## src/rtl/gpo_pulser_pkg.sv

```systemverilog
package gpo_pulser_pkg;

  typedef enum logic [1:0] {
    PIN_FLOAT = 2'b00,
    PIN_IRQ   = 2'b01,
    PIN_LOW   = 2'b10,
    PIN_HIGH  = 2'b11
  } pin_mode_e;

  typedef struct packed {
    logic      rds_en;
    logic      done_en;
    pin_mode_e mode;
  } gpo_cfg_t;

  typedef struct packed {
    logic start;
    logic done;
    logic rds;
  } gpo_evt_t;

endpackage

```

## src/rtl/gpo_op_tracker.sv

```systemverilog
module gpo_op_tracker (
  input  logic clk_i,
  input  logic rst_ni,
  input  logic start_i,
  input  logic done_i,
  output logic busy_o
);

  logic busy_q;

  always_ff @(posedge clk_i or negedge rst_ni) begin
    if (!rst_ni)      busy_q <= 1'b0;
    else if (start_i) busy_q <= 1'b1;
    else if (done_i)  busy_q <= 1'b0;
  end

  assign busy_o = busy_q;

endmodule

```

## src/rtl/gpo_event_arb.sv

```systemverilog
module gpo_event_arb
  import gpo_pulser_pkg::*;
(
  input  gpo_cfg_t cfg_i,
  input  gpo_evt_t evt_i,
  input  logic     op_busy_i,
  input  logic     pulse_busy_i,
  output logic     fire_o
);

  logic done_hit;
  logic rds_hit;
  logic rds_blocked;

  // completion wins: radio data is masked while an operation is pending
  assign rds_blocked = cfg_i.done_en & (op_busy_i | evt_i.start);
  assign done_hit    = evt_i.done & cfg_i.done_en;
  assign rds_hit     = evt_i.rds & cfg_i.rds_en & ~rds_blocked;

  assign fire_o = (cfg_i.mode == PIN_IRQ) & ~pulse_busy_i & (done_hit | rds_hit);

endmodule

```

## src/rtl/gpo_pulse_timer.sv

```systemverilog
module gpo_pulse_timer #(
  parameter int unsigned PULSE_TICKS = 5
) (
  input  logic clk_i,
  input  logic rst_ni,
  input  logic fire_i,
  input  logic cancel_i,
  input  logic tick_i,
  output logic active_o,
  output logic active_d_o
);

  localparam int unsigned CNT_W = (PULSE_TICKS > 1) ? $clog2(PULSE_TICKS) : 1;

  logic active_q, active_d;

  generate
    if (PULSE_TICKS > 1) begin : g_count
      localparam logic [CNT_W-1:0] LAST = CNT_W'(PULSE_TICKS - 1);
      logic [CNT_W-1:0] cnt_q, cnt_d;

      always_comb begin
        active_d = active_q;
        cnt_d    = cnt_q;
        if (cancel_i) begin
          active_d = 1'b0;
          cnt_d    = '0;
        end else if (active_q) begin
          if (tick_i) begin
            if (cnt_q == LAST) begin
              active_d = 1'b0;
              cnt_d    = '0;
            end else begin
              cnt_d = cnt_q + 1'b1;
            end
          end
        end else if (fire_i) begin
          active_d = 1'b1;
          cnt_d    = '0;
        end
      end

      always_ff @(posedge clk_i or negedge rst_ni) begin
        if (!rst_ni) cnt_q <= '0;
        else         cnt_q <= cnt_d;
      end
    end else begin : g_single
      always_comb begin
        active_d = active_q;
        if (cancel_i)               active_d = 1'b0;
        else if (active_q)          active_d = ~tick_i;
        else if (fire_i)            active_d = 1'b1;
      end
    end
  endgenerate

  always_ff @(posedge clk_i or negedge rst_ni) begin
    if (!rst_ni) active_q <= 1'b0;
    else         active_q <= active_d;
  end

  assign active_o   = active_q;
  assign active_d_o = active_d;

endmodule

```

## src/rtl/gpo_pin_drive.sv

```systemverilog
module gpo_pin_drive
  import gpo_pulser_pkg::*;
(
  input  logic      clk_i,
  input  logic      rst_ni,
  input  pin_mode_e mode_i,
  input  logic      pulse_i,
  output logic      pin_o,
  output logic      pin_oe_o
);

  logic pin_d, oe_d;
  logic pin_q, oe_q;

  always_comb begin
    unique case (mode_i)
      PIN_FLOAT: begin pin_d = 1'b0;     oe_d = 1'b0; end
      PIN_IRQ:   begin pin_d = ~pulse_i; oe_d = 1'b1; end
      PIN_LOW:   begin pin_d = 1'b0;     oe_d = 1'b1; end
      PIN_HIGH:  begin pin_d = 1'b1;     oe_d = 1'b1; end
      default:   begin pin_d = 1'b0;     oe_d = 1'b0; end
    endcase
  end

  always_ff @(posedge clk_i or negedge rst_ni) begin
    if (!rst_ni) begin
      pin_q <= 1'b0;
      oe_q  <= 1'b0;
    end else begin
      pin_q <= pin_d;
      oe_q  <= oe_d;
    end
  end

  assign pin_o    = pin_q;
  assign pin_oe_o = oe_q;

endmodule

```

## src/rtl/gpo_irq_pulser.sv

```systemverilog
module gpo_irq_pulser
  import gpo_pulser_pkg::*;
#(
  parameter int unsigned CFG_W       = 16,
  parameter int unsigned MODE_LSB    = 2,
  parameter int unsigned DONE_EN_BIT = 14,
  parameter int unsigned RDS_EN_BIT  = 15,
  parameter int unsigned PULSE_TICKS = 5
) (
  input  logic             clk_i,
  input  logic             rst_ni,
  input  logic [CFG_W-1:0] cfg_i,
  input  logic             op_start_i,
  input  logic             op_done_i,
  input  logic             rds_rdy_i,
  input  logic             tick_i,
  output logic             pin_o,
  output logic             pin_oe_o
);

  gpo_cfg_t cfg;
  gpo_evt_t evt;
  logic     op_busy;
  logic     fire;
  logic     pulse_q, pulse_d;
  logic     cancel;
  logic     unused_cfg;

  assign cfg.mode    = pin_mode_e'(cfg_i[MODE_LSB +: 2]);
  assign cfg.done_en = cfg_i[DONE_EN_BIT];
  assign cfg.rds_en  = cfg_i[RDS_EN_BIT];
  assign unused_cfg  = ^cfg_i;

  assign evt.start = op_start_i;
  assign evt.done  = op_done_i;
  assign evt.rds   = rds_rdy_i;

  assign cancel = (cfg.mode != PIN_IRQ);

  gpo_op_tracker u_track (
    .clk_i   (clk_i),
    .rst_ni  (rst_ni),
    .start_i (op_start_i),
    .done_i  (op_done_i),
    .busy_o  (op_busy)
  );

  gpo_event_arb u_arb (
    .cfg_i        (cfg),
    .evt_i        (evt),
    .op_busy_i    (op_busy),
    .pulse_busy_i (pulse_q),
    .fire_o       (fire)
  );

  gpo_pulse_timer #(.PULSE_TICKS(PULSE_TICKS)) u_timer (
    .clk_i      (clk_i),
    .rst_ni     (rst_ni),
    .fire_i     (fire),
    .cancel_i   (cancel),
    .tick_i     (tick_i),
    .active_o   (pulse_q),
    .active_d_o (pulse_d)
  );

  gpo_pin_drive u_drive (
    .clk_i    (clk_i),
    .rst_ni   (rst_ni),
    .mode_i   (cfg.mode),
    .pulse_i  (pulse_d),
    .pin_o    (pin_o),
    .pin_oe_o (pin_oe_o)
  );

endmodule

```

## config.mk

```make
export PLATFORM = sky130hd
export DESIGN_NAME = gpo_irq_pulser
export DESIGN_NICKNAME = d
export VERILOG_FILES = /design/src/rtl/gpo_pulser_pkg.sv /design/src/rtl/gpo_op_tracker.sv /design/src/rtl/gpo_event_arb.sv /design/src/rtl/gpo_pulse_timer.sv /design/src/rtl/gpo_pin_drive.sv /design/src/rtl/gpo_irq_pulser.sv
export SDC_FILE = /design/constraint.sdc
export NUM_CORES = 1
export LEC_CHECK = 0
export ABC_CLOCK_PERIOD_IN_PS = 2500
export CORE_AREA = 3 3 40 42
export CTS_BUF_LIST = sky130_fd_sc_hd__clkbuf_8
export DETAILED_ROUTE_END_ITERATION = 12
export DIE_AREA = 0 0 43 45
export PLACE_DENSITY_LB_ADDON = 0.3
export RECOVER_POWER = 25
export SETUP_SLACK_MARGIN = 0.15
export SYNTH_ARGS = -nofsm -noshare
export SYNTH_HDL_FRONTEND = slang
export SYNTH_SLANG_ARGS = --single-unit
```

## constraint.sdc

```tcl
create_clock -name clk_i -period 2.5 [get_ports clk_i]
set_input_delay 0.5 -clock clk_i [delete_from_list [all_inputs] [get_ports clk_i]]
set_output_delay 0.5 -clock clk_i [all_outputs]
set_load 0.02 [all_outputs]
```

Yosys cells after proc, flatten, opt, wreduce, memory -nomap -nowiden
Cells that the tools add are included.
Storage, ports and cells
  register bits: 7
  bits of input ports: 22
  output and inout port bits: 2
  logic and storage cells: 43
Cells by class
  add/sub/neg operators: 1
  eq/ne operators: 6
  muxes and demuxes: 14
  bitwise operators: 11
  reductions and logical operators: 6
Operator list (count)
  $mux W3: 5
  $mux W1: 7
  $and A1 B1 Y1: 6
  $eq A2 B2 Y1 const B: 2
  $add A3 B1 Y3 const B: 1
  $eq A3 B3 Y1 const B: 1
  $ne A3 B3 Y1 const B: 1
  $not A1 Y1: 3
  $pmux W1 S3: 1
  $reduce_bool A3 Y1: 1
  $reduce_or A3 Y1: 1
  $eq A2 B1 Y1 const B: 1
  $logic_not A2 Y1: 1
  $ne A2 B1 Y1 const B: 1
  $or A1 B1 Y1: 2
  $pmux W1 S2: 1
  $reduce_and A2 Y1: 1
  $reduce_bool A2 Y1: 1
  $reduce_or A2 Y1: 1

Logic depth before layout (Yosys ltp)
Gate-level depths: netlist of the first run.
  depth in word-level cells: 11
  mapped depth: 5
  gate-level depth less buffers: 5

Modules after synthesis
From an unflattened synthesis of the first run, not the netlist that was laid out.
Unflattened totals
  cell total of the unflattened synthesis: 33
  area, all modules: 376.6 um2
Modules (own cells, without submodules)
  gpo_pulse_timer: instances 1, cells an instance 21, area an instance 237.7 um2, seq. area each 100.1 um2
  gpo_pin_drive: instances 1, cells an instance 5, area an instance 67.6 um2, seq. area each 50.0 um2
  gpo_op_tracker: instances 1, cells an instance 3, area an instance 36.3 um2, seq. area each 25.0 um2
  gpo_event_arb: instances 1, cells an instance 3, area an instance 28.8 um2, seq. area each 0.0 um2
  gpo_irq_pulser: instances 1, cells an instance 1, area an instance 6.3 um2, seq. area each 0.0 um2

Least setup slack after synthesis of the first run
Ideal clock, no wire load.
  path kind: input port to flip-flop
  from: input cfg_i[14]
  to: register u_timer.g_count.cnt_q[2]
  library setup time: 0.094 ns
  arrival: 1.173 ns
  required time: 2.406 ns
  setup slack: 1.233 ns
  stages: 3
  path buffers: 0
  cell sequence: and3b_1 -> a311o_1 -> a211oi_1
On the way
  longest elaborated chain between the ends: 7
  elaborated cells between the ends (all ways): 8
  classes of those cells: bitwise (6); reduce/logical (2)
Ends and longest elaborated chain
  start: declaration: RTL line gpo_irq_pulser.sv:12  | input logic [CFG_W-1:0] cfg_i,
  $and A1 B1 Y1: RTL line gpo_event_arb.sv:16  | assign rds_blocked = cfg_i.done_en & (op_busy_i | evt_i.start);
  $not A1 Y1: RTL line gpo_event_arb.sv:18  | assign rds_hit = evt_i.rds & cfg_i.rds_en & ~rds_blocked;
  $and A1 B1 Y1: RTL line gpo_event_arb.sv:18
  $or A1 B1 Y1 *: RTL line gpo_event_arb.sv:20  | assign fire_o = (cfg_i.mode == PIN_IRQ) & ~pulse_busy_i & (done_hit | rds_hit);
  $and A1 B1 Y1 *: RTL line gpo_event_arb.sv:20
  $reduce_bool A3 Y1 (no line) *
  $reduce_and A2 Y1 (no line) *
  end signal: assignment: RTL line gpo_pulse_timer.sv:45  | else cnt_q <= cnt_d;
  end: declaration: RTL line gpo_pulse_timer.sv:20  | logic [CNT_W-1:0] cnt_q, cnt_d;
Every way passes the cells marked *; elsewhere a longest branch is shown, timed or not.
A chain may end at the register's enable or synchronous reset.

Worst setup path in the final report of the first run
  from: register u_drive.pin_q, in the netlist u_drive.pin_o
  to: output pin_o
RTL lines
  start: declaration: RTL line gpo_pin_drive.sv:13  | logic pin_q, oe_q;
  start signal: assignment: RTL line gpo_pin_drive.sv:30  | pin_q <= pin_d;
  end: declaration: RTL line gpo_irq_pulser.sv:17  | output logic pin_o,
No word-level cell between the ends.

==> impl.org, run 1 <==
** Drt
- For this block, the routed nets add up to 744 µm of wire.
- Post-route DRC :: 0
- First-pass DRT Iterations :: 4
- The detailed router finished its first iteration with 3 violations.
- Via Count :: 321
- Post-DRT Antenna Nets :: 0
- Total length of routed met3 wires :: 55 µm
- Via density :: 4.86
- After detailed routing, no signal wire sits above met4.
- Summed over all nets, wire length on met2 after detailed routing comes to 366 µm.
- Per-cell routed wire length :: 11.3 µm
- Met1 wire length :: 312 µm

** Worst setup path
- Endpoint required time on the critical path :: 2.00 ns
- STA classifies the critical path endpoint as an output pin.
- Crit-path cells :: clkdlybuf4s50_1
- In this design, the largest share of critical-path delay is due to buffers and inverters.
- Of all nets on the critical path, the largest fanout is 1.
- Delay of the slowest cell on the worst path :: 0.59 ns
- Worst Path Arrival :: 1.13 ns
- The number of buffers and inverters on the critical path is 1.
- Slowest stage cell, crit path :: clkdlybuf4s50_1
- Type of element launching the critical path :: flip-flop
- Reg-to-reg slack, setup :: 1.22 ns
- WS Path Type :: reg -> out

** GRT
- Entering global routing, the biggest net connects 8 pins.
- The number of global-route vias before repair was 288.
- For this run, the total global-route usage over all layers was measured as 9.06%.
- Remaining Overflow, GRT :: 0
- The initial antenna violation count was 0.
- Global-route wire length before repair :: 1140 µm

** Cells and area
- Filler instances :: 133
- Relative to the synthesized area, the layout overhead comes to 47.1%.
- Final non-filler cell total :: 66
- Most common library cell in the layout ignoring fill and taps :: clkdlybuf4s50_1
- The number of antenna diodes in the final layout is 0.
- For this run, the post-layout net count is 76.
- Fraction of layout cells with a size suffix above 1 :: 7.84%
- The top cell types in the final layout, fill and taps aside, are clkdlybuf4s50_1 (10), dfrtp_1 (7), inv_1 (4).
- The finished cells cover 543 µm².

** CTS
- Clock root cell :: clkbuf_8
- CTS built an H-tree with a depth of 1.
- The number of setup buffers added after CTS is 0.
- Clock transition at the register clock pins on the worst setup and hold paths after CTS :: 0.04 ns
- Counting the buffers created by CTS gives 3.
- After clock tree synthesis, the flow added hold-fix buffers numbering 0.
- Worst-Skew Late Latency :: 0.22 ns
- TritonCTS clock tree :: built
- After clock tree synthesis, the repair step resized 0 gates.
- Count of clock tree sinks :: 7
- Counting along the longest clock path gives a buffer depth of 2.

** Floorplan
- Total number of placement rows :: 13
- Measured along the y axis, the die boundary spans 45 µm.
- The die is 43 µm wide.
- # IOs :: 24
- Placeable core region :: 1280 µm²
- Initial Util :: 28.7%
- The die covers 1940 µm².

** Place
- During placement, the flow inserted port buffers numbering 11.
- Timing analysis after detailed placement gives a worst setup slack of 0.673 ns.
- Routability congestion estimate from global placement :: 0.758
- The placed instances occupy a cell area of 498 µm².
- The wire-length estimate of the detail-placed layout is 610 µm.
- Number of placed cells counting well taps :: 62

** Pwr
- Largest vdd supply drop :: 0.000331 V
- For this design the ratio of total power to cell area is 574 nW/µm².
- In this run the static leakage power is 0.246 nW.

** Synthesis
- Yosys printed 0 warnings.
- Netlist area before placement :: 369 µm²
- Unique masters post-synth :: 21
- Number of instances in the synthesized netlist :: 36
- After synthesis the netlist holds a flip-flop and latch count of 7.
- Syn Nets :: 60
- Mean cell area of the mapped netlist :: 10.3 µm²
- Summing the sequential cell areas from Yosys gives 47.5% of the chip area.

** Timing
- Setup Viol. Count Final :: 0
- The worst path uses 65.2% of the clock period.
- Period minus WS final :: 1.63 ns
- Fmax :: 0.614 GHz
- The final-report max-slew violation count came to 0.
- Final sum of negative setup slack :: 0 ns
- Worst hold slack across all endpoints :: 0.498 ns
- For the final database, setup skew stands at 0.00253 ns.
- Worst slew margin relative to its limit :: 78.1%
- After layout, the worst setup slack is 0.871 ns.
- For the pin with the worst max-slew slack, the measured transition is 0.327 ns.
- Unrepaired setup endpoints after global routing :: false
- Hold Violations, Final :: 0

** Flow run
- The tool flagged a number of max-cap violations equal to 0.

** Outcome
- The run finished with clean final reports.

** Worst hold path
- The worst hold path belongs to the class reg -> reg.
[synthesized netlist by cell type]
cell type	number	area [µm²]
a211oi_1	1	7.51
a21o_1	2	15.0
a21oi_1	1	5.00
a311o_1	1	10.0
a31oi_1	1	6.26
and2_1	1	6.26
and3_1	1	6.26
and3b_1	2	17.5
dfrtp_1	7	175
ha_1	2	25.0
inv_1	3	11.3
nand2_1	1	3.75
nand2b_1	1	6.26
nand4_1	2	12.5
nor2_1	1	3.75
nor2b_1	2	12.5
nor3_1	1	5.00
o21ai_0	2	10.0
o31a_1	1	8.76
o31ai_1	2	15.0
or2_2	1	6.26
[routing by layer]
| metal | GRT usage (%) | vias to the layer above |
|---|---|---|
| met3 | 7.17 | 2 |
| met1 | 8.62 | 148 |
| met4 | 5.42 | 0 |
| li1 | - | 163 |
| met2 | 13.8 | 8 |
| met5 | 0 | - |
[where the power goes]
group          switching [mW]  internal [mW]  total (mW)
Combinational          0.0167         0.0234      0.0401
Clock                  0.0455          0.106       0.151
Sequential            0.00214          0.118       0.120
Total                  0.0643          0.247       0.312
[area by class of cell]
cell class	instances	area (µm²)	share of cell area, %
multi-input cells	26	183	33.6
flip-flops and latches	7	175	32.3
repair buffers	11	110	20.3
clock buffers	3	41.3	7.60
well taps	15	18.8	3.46
inverters	3	11.3	2.07
clock inverters	1	3.75	0.691
[registers in the layout, indices dropped and copies added (netlist names)]
register / flops
u_drive.pin_o: 1
u_timer.g_count.cnt_q: 3
u_timer.active_o: 1
u_drive.pin_oe_o: 1
u_track.busy_o: 1
[cells by family (layout without fill, tap and decap cells)]
family | after synthesis | after routing | share of synthesized area, %
AND/OR/NAND/NOR | 13 | 13 | 21.7
adder cells (fa/ha/maj) | 2 | 2 | 6.78
AO/OA/AOI/OAI | 11 | 11 | 21.0
flip-flops | 7 | 7 | 47.5
buffers and inverters | 3 | 18 | 3.05
[worst paths after layout]
kind | from | endpoint | cells after the start
setup / recovery | u_drive.pin_o | pin_o | 1
hold / removal | u_track.busy_o | u_track.busy_o | 1
setup reg to reg | u_timer.active_o | u_timer.g_count.cnt_q[2] | 3
hold reg to reg | u_track.busy_o | u_track.busy_o | 1
max in group asynchronous | rst_ni | u_timer.g_count.cnt_q[1] | 1
min in group asynchronous | rst_ni | u_drive.pin_oe_o | 1
[per-stage QoR]
| step | total power [mW] | util, % |
|---|---|---|
| after floorplan | 0.137 | - |
| after global placement | 0.162 | 38.8 |
| after detailed placement | 0.162 | 38.8 |
| after CTS | 0.318 | 42.3 |
| after global routing | 0.332 | 42.3 |
| final | 0.312 | 42.3 |
Power figures use the tool's default switching activity.
==> run 2: changes to the inputs <==
Settings changed: ABC_CLOCK_PERIOD_IN_PS 2500 to 1410.
Clock period 2.5 ns to 1.41 ns, I/O delays scaled along.
==> run 2 against run 1 <==
Clock-buffer cell count unchanged. Die area unchanged. Clock skew about the same. Clock power up 79%. Critical path type is now reg -> reg. Highest routed layer unchanged.
==> impl.org, run 2 (same netlist as run 1, synthesis figures left out) <==
** Outcome
- Status :: completed

** Drt
- Post-DRT Antenna Nets :: 0 (unchanged)
- The per-cell routed wire length came to 13.3 µm (+18%).
- The DRC violation count after routing was 0 (unchanged).
- The overall routed net length is 902 µm (+21%).
- The number of violations reported at the end of detailed-routing iteration 0 was 2 (-1).
- The number of search-and-repair iterations in the first detailed-routing pass came to 2 (-2).
- Via density :: 5.04 (+3.7%)
- Via Count :: 343 (+6.9%)

** GRT
- Initial antenna violation count :: 0 (unchanged)
- Met1 usage in global routing :: 9.38% (+0.76 points)
- The number of global-route vias before repair is 308 (+6.9%).
- Gr busiest metal :: met2
- The global routing usage summed across all routing layers came to 10.1% (+1.0 points).
- The maximum number of pins on one net before global-route repair came to 8 (unchanged).
- The met3 demand-to-capacity share in global routing was 7.17% (unchanged).
- Global-route wire length before repair :: 1250 µm (+9.7%)
- The met2 routing resource usage after global routing was 14.7% (+0.90 points).
- The residual overflow from global routing was 0 (unchanged).

** CTS
- TritonCTS buffer count :: 3 (unchanged)
- Number of levels the H-tree was split into :: 1 (unchanged)
- In this run the clock root is driven by a clkbuf_8.
- Clock transition at the register clock pins on the worst setup and hold paths after CTS :: 0.04 ns (about the same)
- Clock Path Buffers :: 2 (unchanged)
- TritonCTS built the clock tree.
- The number of clock sinks is 7 (unchanged).
- Worst-Skew Late Latency :: 0.23 ns (about the same)

** Timing
- Worst slew margin relative to its limit :: 78.4% (+0.33 points)
- The final-report max-slew violation count is 0 (unchanged).
- In the finished design, the share of the clock period the worst path needs comes to 90.2%.
- Setup repair after global routing could not meet its margin everywhere.
- The number of hold violations in the final report came to 0 (unchanged).
- Final sum of negative setup slack :: 0 ns (unchanged)
- The setup-violating endpoint count in the final report was 0 (unchanged).
- Worst path setup slack after routing :: 0.138 ns (-0.733 ns)
- Fmax :: 0.786 GHz
- Transition at the pin with the smallest max-transition slack :: 0.322 ns (-0.00500 ns)
- The worst clock skew on the final layout is 0.00210 ns (-0.000435 ns).
- Period minus WS final :: 1.27 ns

** Worst setup path
- The kind of cell with the highest combined delay along the critical path is compound AO/OA/AOI/OAI gates.
- The worst setup path is launched from a flip-flop.
- The number of buffers and inverters on the critical path came to 0 (-1).
- The data required time at the worst endpoint was 1.55 ns (-0.45 ns).
- Number of cell instances on the worst register-to-register path :: 3 (unchanged)
- Biggest fanout along the worst timing path :: 5 (+4)
- Worst Setup End Kind :: flip-flop
- The critical path goes through and2_4 -> a311o_1 -> a211oi_2.
- Capture instance of the worst register-to-register path :: u_timer.g_count.cnt_q[2]
- Worst Path Arrival :: 1.41 ns (+0.28 ns)
- Slowest stage cell, crit path :: dfrtp_1
- The worst setup path is of the reg -> reg kind.
- Reg-to-reg slack, setup :: 0.14 ns (-1.08 ns)
- The largest stage delay on the critical path came to 0.40 ns (-0.19 ns).
- The startpoint identified for the worst register-to-register timing path is u_timer.active_o.

** Flow run
- The number of max-capacitance violations reported came to 0 (unchanged).

** Floorplan
- The area enclosed by the die boundary was 1940 µm² (unchanged).
- Die Y-Extent :: 45 µm (unchanged)
- # IOs :: 24 (unchanged)
- Die Span X :: 43 µm (unchanged)
- The core area was 1280 µm² (unchanged).
- The number of standard-cell rows in the floorplan came to 13 (unchanged).
- The initial standard-cell utilization of the core was 28.7% (unchanged).

** Worst hold path
- The path class of the tightest hold or removal check is in -> reg.
- The worst hold path begins at op_start_i.
- For hold timing, the worst endpoint is u_track.busy_o.
- The count of cells along the worst hold path was 2 (+1).

** Cells and area
- Compared with the post-synthesis result, the final layout area differs by 56.6%.
- Ranked by flip-flop count, first place goes to u_timer.g_count.cnt_q.
- Ant diodes :: 0 (unchanged)
- Nets :: 78 (+2.6%)
- The flip-flop count of the largest register after layout was 3 (unchanged).
- Highest-count cells in the layout ignoring fill and taps :: dfrtp_1 (7), dlygate4sd2_1 (5), inv_1 (4)
- Most common library cell in the layout ignoring fill and taps :: dfrtp_1
- Fraction of layout cells with a size suffix above 1 :: 20.8% (+13 points)

** Pwr
- Largest vdd supply drop :: 0.000485 V (+47%)
- Power density over the cells :: 964 nW/µm² (+68%)
- Leakage power summed over all cells :: 0.287 nW (+17%)

** Place
- The count of input and output buffers is 11 (unchanged).
- The setup slack at placement was -0.201 ns (-0.875 ns).
- Post-DP HPWL :: 637 µm (+4.4%)
- Routability congestion estimate from global placement :: 0.739 (-2.4%)
==> run 2: changes by cell type in the layout (fill, tap and decap cells not counted), sizes merged <==
cell / before / now
clkdlybuf4s50: 10 / 3
dlymetal6s2s: 0 / 2
dlygate4sd2: 0 / 5
buf: 0 / 2
==> run 2: metrics by stage <==
stage	std cells	util (%)	instance area (µm²)	total power, mW	hold WS, ns
after global routing	68	45.0	578	0.593	0.328
after CTS	67	42.6	547	0.565	0.325
after floorplan	36	-	369	0.243	-0.0136
after detailed placement	63	39.3	505	0.290	0.506
final	68	45.0	578	0.557	0.310
after global placement	63	39.3	505	0.289	0.467
==> run 2: layer usage <==
layer | share of wire (%) | vias to the layer above
met1 | 37 | 165
met4 | 3.1 | 0
met5 | 0 | -
met2 | 53 | 8
li1 | - | 166
met3 | 6.1 | 4
==> run 2: layout make-up <==
cell class                 count  area (µm²)
tap                           15        18.8
inverter                       3        11.3
timing repair buffer          13         124
clock buffer                   3        41.3
fill                         128         707
sequential                     7         175
clock inverter                 1        3.75
multi-input combinational     26         204
==> run 2: worst max-delay path by stage <==
stage,to,cells past startpoint,slack (ns),start
after detailed placement,u_timer.g_count.cnt_q[1],4,-0.20,cfg_i[14]
after CTS,u_timer.g_count.cnt_q[1],3,0.09,u_timer.active_o
after global routing,u_timer.g_count.cnt_q[2],3,0.1,u_timer.active_o
final,u_timer.g_count.cnt_q[2],3,0.14,u_timer.active_o
after global placement,u_timer.g_count.cnt_q[1],4,-0.20,cfg_i[14]
after floorplan,u_timer.g_count.cnt_q[2],3,0.26,u_timer.active_o
==> run 2: repair_timing <==
action / in CTS / in global routing
buffers inserted: 0 / 1
hold buffers: 0 / 0
gates resized for setup: 7 / 6
pin swaps: 3 / 5
endpoints found under the setup margin: 5 / 3
==> run 2: power by group <==
group	switching (mW)	internal (mW)	total, mW
Clock	0.0831	0.188	0.271
Combinational	0.0348	0.0382	0.0730
Sequential	0.00394	0.209	0.213
